## config.mk

```make
export PLATFORM = sky130hd
export DESIGN_NAME = sdram_refresh_sched
export DESIGN_NICKNAME = d
export VERILOG_FILES = /design/src/rtl/srs_pkg.sv /design/src/rtl/srs_cmd_decode.sv /design/src/rtl/srs_interval_timer.sv /design/src/rtl/srs_req_recovery.sv /design/src/rtl/sdram_refresh_sched.sv
export SDC_FILE = /design/constraint.sdc
export NUM_CORES = 1
export LEC_CHECK = 0
export ABC_CLOCK_PERIOD_IN_PS = 2600
export BUFFER_PORTS_ARGS = -buffer_cell sky130_fd_sc_hd__buf_4
export CORE_MARGIN = 10
export CORE_UTILIZATION = 50
export CTS_CLUSTER_SIZE = 12
export DETAILED_ROUTE_END_ITERATION = 12
export PLACE_DENSITY = 0.77
export SLEW_MARGIN = 20
export SYNTH_ARGS = -nofsm -noshare
export SYNTH_HDL_FRONTEND = slang
export SYNTH_HIERARCHICAL = 1
export SYNTH_SLANG_ARGS = --single-unit
```

## constraint.sdc

```tcl
create_clock -name clk -period 2.6 [get_ports clk]
set_input_delay 0.26 -clock clk [delete_from_list [all_inputs] [get_ports clk]]
set_output_delay 0.26 -clock clk [all_outputs]
set_load 0.01 [all_outputs]
```

## src/rtl/srs_pkg.sv

```systemverilog
package srs_pkg;
  localparam logic [2:0] CMD_SR_ENTER = 3'd2;
  localparam logic [2:0] CMD_SR_EXIT  = 3'd3;
  localparam logic [2:0] CMD_AR_ON    = 3'd4;
  localparam logic [2:0] CMD_AR_OFF   = 3'd5;

  // recovery length in bus clocks; code 3 is reserved and maps to the longest
  function automatic int unsigned recov_len(input logic [1:0] code, input int unsigned step);
    case (code)
      2'd0:    recov_len = step;
      2'd1:    recov_len = 2 * step;
      default: recov_len = 3 * step;
    endcase
  endfunction
endpackage

```

## src/rtl/srs_cmd_decode.sv

```systemverilog
module srs_cmd_decode
  import srs_pkg::*;
(
  input  logic       clk,
  input  logic       rst_n,
  input  logic       mod_on,
  input  logic       cmd_valid,
  input  logic [2:0] cmd_code,
  output logic       ar_en,
  output logic       self_ref,
  output logic       reload,
  output logic       flush
);
  logic ar_en_q, ar_en_d;
  logic sr_q, sr_d;

  always_comb begin
    ar_en_d = ar_en_q;
    sr_d    = sr_q;
    reload  = 1'b0;
    flush   = 1'b0;
    if (mod_on && cmd_valid) begin
      case (cmd_code)
        CMD_AR_ON: begin
          ar_en_d = 1'b1;
          reload  = 1'b1;
        end
        CMD_AR_OFF: ar_en_d = 1'b0;
        CMD_SR_ENTER: begin
          sr_d  = 1'b1;
          flush = 1'b1;
        end
        CMD_SR_EXIT: begin
          if (sr_q) begin
            sr_d   = 1'b0;
            reload = 1'b1;
          end
        end
        default: ;
      endcase
    end
  end

  always_ff @(posedge clk or negedge rst_n) begin
    if (!rst_n) begin
      ar_en_q <= 1'b0;
      sr_q    <= 1'b0;
    end else if (mod_on) begin
      ar_en_q <= ar_en_d;
      sr_q    <= sr_d;
    end
  end

  assign ar_en    = ar_en_q;
  assign self_ref = sr_q;
endmodule

```

## src/rtl/srs_interval_timer.sv

```systemverilog
module srs_interval_timer #(
  parameter int CNT_W = 16
) (
  input  logic             clk,
  input  logic             rst_n,
  input  logic             mod_on,
  input  logic             run,
  input  logic             reload,
  input  logic [CNT_W-1:0] interval,
  output logic             due
);
  logic [CNT_W-1:0] cnt_q, cnt_d;
  logic             at_zero;

  assign at_zero = (cnt_q == '0);

  always_comb begin
    cnt_d = cnt_q;
    due   = 1'b0;
    if (reload) begin
      cnt_d = interval;
    end else if (run) begin
      if (at_zero) begin
        cnt_d = interval;
        due   = mod_on;
      end else begin
        cnt_d = cnt_q - 1'b1;
      end
    end
  end

  always_ff @(posedge clk or negedge rst_n) begin
    if (!rst_n)      cnt_q <= '0;
    else if (mod_on) cnt_q <= cnt_d;
  end
endmodule

```

## src/rtl/srs_req_recovery.sv

```systemverilog
module srs_req_recovery
  import srs_pkg::*;
#(
  parameter int REC_STEP = 3,
  localparam int REC_MAX = 3 * REC_STEP,
  localparam int REC_W   = $clog2(REC_MAX + 1)
) (
  input  logic       clk,
  input  logic       rst_n,
  input  logic       mod_on,
  input  logic       due,
  input  logic       ack,
  input  logic       flush,
  input  logic [1:0] recov_code,
  output logic       req,
  output logic       busy
);
  logic             req_q, req_d;
  logic [REC_W-1:0] rec_q, rec_d;
  logic             grant;

  assign grant = req_q && ack && !flush;

  always_comb begin
    req_d = req_q;
    rec_d = rec_q;
    if (flush)      req_d = 1'b0;
    else if (grant) req_d = 1'b0;
    else if (due)   req_d = 1'b1;
    if (grant)               rec_d = REC_W'(recov_len(recov_code, REC_STEP));
    else if (rec_q != '0)    rec_d = rec_q - 1'b1;
  end

  always_ff @(posedge clk or negedge rst_n) begin
    if (!rst_n) begin
      req_q <= 1'b0;
      rec_q <= '0;
    end else if (mod_on) begin
      req_q <= req_d;
      rec_q <= rec_d;
    end
  end

  assign req  = req_q;
  assign busy = req_q || (rec_q != '0);
endmodule

```

## src/rtl/sdram_refresh_sched.sv

```systemverilog
module sdram_refresh_sched
  import srs_pkg::*;
#(
  parameter int CNT_W    = 16,
  parameter int REC_STEP = 3
) (
  input  logic             clk,
  input  logic             rst_n,
  input  logic             mod_on,
  input  logic [CNT_W-1:0] cfg_interval,
  input  logic [1:0]       cfg_recov,
  input  logic             cmd_valid,
  input  logic [2:0]       cmd_code,
  input  logic             refresh_ack,
  output logic             refresh_req,
  output logic             busy,
  output logic             self_ref
);
  logic ar_en, reload, flush, due, run;

  srs_cmd_decode u_dec (
    .clk(clk), .rst_n(rst_n), .mod_on(mod_on),
    .cmd_valid(cmd_valid), .cmd_code(cmd_code),
    .ar_en(ar_en), .self_ref(self_ref), .reload(reload), .flush(flush)
  );

  assign run = ar_en && !self_ref;

  srs_interval_timer #(.CNT_W(CNT_W)) u_tmr (
    .clk(clk), .rst_n(rst_n), .mod_on(mod_on), .run(run),
    .reload(reload), .interval(cfg_interval), .due(due)
  );

  srs_req_recovery #(.REC_STEP(REC_STEP)) u_rr (
    .clk(clk), .rst_n(rst_n), .mod_on(mod_on), .due(due),
    .ack(refresh_ack), .flush(flush), .recov_code(cfg_recov),
    .req(refresh_req), .busy(busy)
  );
endmodule

```

# After elaboration in Yosys (flattened, before gate mapping)
# Cells that the tools add are included.
# totals
ff_bits	23
latch_bits	0
ramBits	0
romBits	0
elab_cells	51
mem_count	0
# classes
add_sub_neg	2
n_mul	0
div_mod_pow	0
n_lt_le_gt_ge	0
n_eq_ne	5
shifts	0
n_mux	19
n_bitwise	0
n_reduce_logical	20
# ops
operator	n
16-bit two-way mux	3
16-bit zero test	1
16-bit by 1-bit subtractor with 16-bit output (second input constant)	1
1-bit two-way mux	10
4-bit two-way mux	2
4-bit one-hot mux with 2 select lines	1
2-bit nonzero test	4
3-bit by 2-bit equality test with 1-bit output (second input constant)	2
3-bit equality test (second input constant)	2
1-bit one-hot mux with 2 select lines	3
2-bit AND reduction	3
3-bit AND reduction	2
1-bit logical AND	4
4-bit nonzero test	1
4-bit by 1-bit subtractor with 4-bit output (second input constant)	1
3-bit nonzero test	1
2-bit by 1-bit equality test with 1-bit output (second input constant)	1
1-bit zero test	2
2-bit zero test	1
1-bit logical OR	1

# Logic depth before layout (Yosys ltp)
# depth
depth_word	7
mapped_depth	8

# Hierarchy
# Netlist, hierarchy kept.
# by_module_without_submodules
mod	instances	cells_each	area_each_um2	seq_area_each_um2
srs_interval_timer	1	133	1221.2	400.4
srs_req_recovery	1	37	359.1	125.1
srs_cmd_decode	1	13	125.1	50.0
sdram_refresh_sched	1	1	13.8	0.0

# Least setup slack after synthesis
# No wires, ideal clock.
# synth_timing
kind	input to register
start	input port cmd_code[1]
end	register u_tmr.cnt_q[15]
setup_ns	0.126
t_arrival_ns	1.756
t_required_ns	2.474
slack_ns	0.718
cell_stages	8
path_cell_list	or3b_1 a21oi_1 buf_6 o21a_1 buf_6 nand3_1 or4_1 o311a_1
# synth_between
elab_chain_len	5
# synth_rtl
item	line_no	rtl
from (decl)	sdram_refresh_sched.sv:13	input logic [2:0] cmd_code,
3-bit by 2-bit equality test with 1-bit output or 3-bit equality test (tied branches)	srs_cmd_decode.sv:23	case (cmd_code)
1-bit one-hot mux with 2 select lines *	srs_cmd_decode.sv:23	
1-bit two-way mux *	srs_cmd_decode.sv:22	if (mod_on && cmd_valid) begin
net reload	sdram_refresh_sched.sv:19	logic ar_en, reload, flush, due, run;
2-bit nonzero test (no source line)	-	
2-bit AND reduction (no source line)	-	
to (signal assigned)	srs_interval_timer.sv:34	else if (mod_on) cnt_q <= cnt_d;
to (decl)	srs_interval_timer.sv:12	logic [CNT_W-1:0] cnt_q, cnt_d;
# The timed path passes the listed nets; every way through them passes the cells marked *.
# A chain may end at the register's enable or synchronous reset.

# Worst setup path in the final report
# layout_timing
start	register u_dec.sr_q, in the netlist u_dec/self_ref
end	register u_tmr.cnt_q[9]
# layout_between
elab_chain_len	5
# layout_rtl
item	line_no	rtl
from (decl)	srs_cmd_decode.sv:15	logic sr_q, sr_d;
from (signal assigned)	srs_cmd_decode.sv:50	sr_q <= sr_d;
1-bit two-way mux *	srs_cmd_decode.sv:34	if (sr_q) begin
1-bit one-hot mux with 2 select lines *	srs_cmd_decode.sv:23	
1-bit two-way mux *	srs_cmd_decode.sv:22	
net reload	sdram_refresh_sched.sv:19	
2-bit nonzero test (no source line)	-	
2-bit AND reduction (no source line)	-	
# Marks and branches as above.

==> impl_metrics.env <==
export IMPL_status="complete, no violations"
export IMPL_endpoint_kind="flip-flop"
export IMPL_grt_pass1_vias=1594
export IMPL_min_period_ps=2090
export IMPL_worstMarginPinSlew_ps=518
export IMPL_start_util=0.515
export IMPL_yosysSeqAreaShare=0.335
export IMPL_worstPathMaxFanout=15
export IMPL_final_setup_viol_count=0
export IMPL_synthCells=184
export IMPL_cts_clk_slew_worst_paths_ps=140
export IMPL_p_per_area_nw_per_um2=639
export IMPL_cts_setup_buffers=0
export IMPL_period_share=0.805
export IMPL_final_setup_tns_ps=0
export IMPL_fillCellCount=293
export IMPL_holdBufCountCts=1
export IMPL_clk_path_buf_depth=2
export IMPL_skew_ps=10.7
export IMPL_avgViaCountPerCell=6.14
export IMPL_avgRoutedWirePerCell_um=16.7
export IMPL_vdd_ir_drop_max_uv=338
export IMPL_reg2reg_depth=7
export IMPL_grt_pass1_wl_um=7200
export IMPL_final_common_cell="buf_4"
export IMPL_slowest_delay_ps=450
export IMPL_ys_types=52
export IMPL_numClockSinks=23
export IMPL_seq_area_um2=576
export IMPL_layout_nets=242
export IMPL_grt_usage=0.138
export IMPL_cts_tree="built"
export IMPL_yosys_warnings=6
export IMPL_rsz0062_at_grt="no"
export IMPL_dr_pass1_iters=4
export IMPL_die_area_um2=6180
export IMPL_clk_latency_ps=320
export IMPL_gr_total_overflow=0
export IMPL_critical_path_cell_chain="nand4b_1, a21oi_1, buf_4, o21ai_1, buf_4, nor4_1, a311o_1"
export IMPL_r2r_end="u_tmr/cnt_q[9]$_DFFE_PN0P_"
export IMPL_multi_input_area_um2=990
export IMPL_rows=21
export IMPL_synth_async_reset_ratio=1.00
export IMPL_die_w_um=78.6
export IMPL_layout_drive_gt1_share=0.246
export IMPL_cpMostUsedCell="buf_4"
export IMPL_synth_edf_count=0
export IMPL_area_growth_pct=15.9
export IMPL_yosys_register_bits=23
export IMPL_cts_resized_gates=0
export IMPL_die_h_um=78.6
export IMPL_timing_rr_start="u_dec/self_ref$_DFFE_PN0P_"
export IMPL_drc=0
export IMPL_drtIter0Drc=173
export IMPL_slowest_stage="dfrtp_1"
export IMPL_hold_path_class="in2reg"
export IMPL_io_pins=29
export IMPL_cts_root_buf="clkbuf_4"
export IMPL_hold_viol=0
export IMPL_fin_cells=257
export IMPL_crit_required_ps=2820
export IMPL_crit_type="reg2reg"
export IMPL_syn_nets=214
export IMPL_routed_wl_um=4280
export IMPL_arrival_ps=2310
export IMPL_via_count=1578
export IMPL_numPortBuffers=28
export IMPL_cts_made_buffers=3
export IMPL_synth_area_um2=1720
export IMPL_whs_path_depth=2
export IMPL_gp_congestion=0.854
export IMPL_relSlewSlack=0.652
export IMPL_slew_violations=0
export IMPL_dp_hpwl_um=3190
export IMPL_start_kind="flip-flop"
export IMPL_reg2reg_slack_ps=510
export IMPL_final_cell_mix="34 x buf_4, 23 x dfrtp_1, 17 x nand2_1, 15 x inv_1, 10 x nand3_1"
export IMPL_grt_antenna_before_repair=0
export IMPL_htree_num_levels=1
export IMPL_place_inst=252
export IMPL_drv_cap=0
export IMPL_ys_flop_type="dfrtp_1"
export IMPL_synth_avg_cell_area_um2=9.34
export IMPL_antenna_left=0
export IMPL_grt_max_degree=24
export IMPL_hold_start="cmd_code[0]"
export IMPL_core_area_um2=3340
export IMPL_clock_fmax_mhz=478
export IMPL_hold_path_end="u_dec/ar_en$_DFFE_PN0P_"
export IMPL_leakagePower_nw=0.852
export IMPL_diodes=0
-- per-layer routing --
layer  wire length (um)  track usage  vias up
met5                  0            0        -
met4                 33       0.0412        0
met3                286       0.0410        4
met2               2090        0.232       50
met1               1870        0.167      775
li1                   -            -      749
-- worst max path at each step --
| stage | start | to | slack, ps | cells past startpoint |
|---|---|---|---|---|
| detailed placement | cmd_code[1] | u_tmr/cnt_q[15]$_DFFE_PN0P_ | 440 | 7 |
| finish | u_dec/self_ref$_DFFE_PN0P_ | u_tmr/cnt_q[9]$_DFFE_PN0P_ | 510 | 7 |
| CTS | u_dec/self_ref$_DFFE_PN0P_ | u_tmr/cnt_q[9]$_DFFE_PN0P_ | 520 | 7 |
| global placement | cmd_code[1] | u_tmr/cnt_q[15]$_DFFE_PN0P_ | 530 | 7 |
| global route | u_dec/self_ref$_DFFE_PN0P_ | u_tmr/cnt_q[9]$_DFFE_PN0P_ | 340 | 7 |
| floorplan | cmd_code[1] | u_tmr/cnt_q[15]$_DFFE_PN0P_ | 720 | 8 |
-- worst max-delay path, delay by kind of cell (launching register included) --
| kind | cells | cell delay (ps) |
|---|---|---|
| AO/OA/AOI/OAI | 3 | 860 |
| buffers and inverters | 2 | 480 |
| flip-flops | 1 | 450 |
| AND/OR/NAND/NOR | 2 | 220 |
-- report_power, final --
part / internal, mW / switching (mW)
logic: 0.240 / 0.250
registers: 0.465 / 0.150
clock network: 0.0575 / 0.111
-- logic make-up (layout without fill, tap and decap cells) --
family / count (synthesis) / after routing / share of synthesized area
flip-flops: 23 / 23 / 0.335
AO/OA/AOI/OAI: 49 / 49 / 0.212
AND/OR/NAND/NOR: 73 / 73 / 0.294
multiplexers: 7 / 7 / 0.0408
buffers and inverters: 28 / 55 / 0.0895
adder cells (fa/ha/maj): 4 / 4 / 0.0291
-- sequential cells by signal, summed over array words and instances (netlist names) --
register and count:
u_dec/self_ref 1, u_rr/rec_q 4, u_dec/ar_en 1, u_rr/req 1, u_tmr/cnt_q 16
-- metrics by stage --
step	hold WS, ps	cell area [um^2]	utilization	total power, mW	setup slack, ps
CTS	144	1990	0.597	1.27	520
global route	140	1990	0.597	1.36	343
global placement	175	1950	0.586	1.06	526
detailed placement	173	1950	0.586	1.10	443
finish	161	1990	0.597	1.27	508
floorplan	-35.6	1720	-	0.928	718
-- Yosys cell counts (6+ instances only) --
| cell | instances | area, um^2 |
|---|---|---|
| dfrtp_1 | 23 | 576 |
| nand2_1 | 17 | 63.8 |
| inv_1 | 15 | 56.3 |
| nand3_1 | 10 | 50.1 |
| o21ai_0 | 10 | 50.1 |
| a21oi_1 | 8 | 40.0 |
| nand4b_1 | 8 | 70.1 |
| mux2i_1 | 7 | 70.1 |
| a2bb2oi_1 | 6 | 52.6 |
| buf_6 | 6 | 67.6 |
-- cell type report --
| type | count | area share |
|---|---|---|
| clock inverter | 1 | 0.00251 |
| tap | 46 | 0.0289 |
| sequential | 23 | 0.289 |
| timing repair buffer | 36 | 0.143 |
| multi-input combinational | 133 | 0.497 |
| clock buffer | 3 | 0.0113 |
| inverter | 15 | 0.0283 |
No activity file was read; power rests on OpenSTA's default activity.
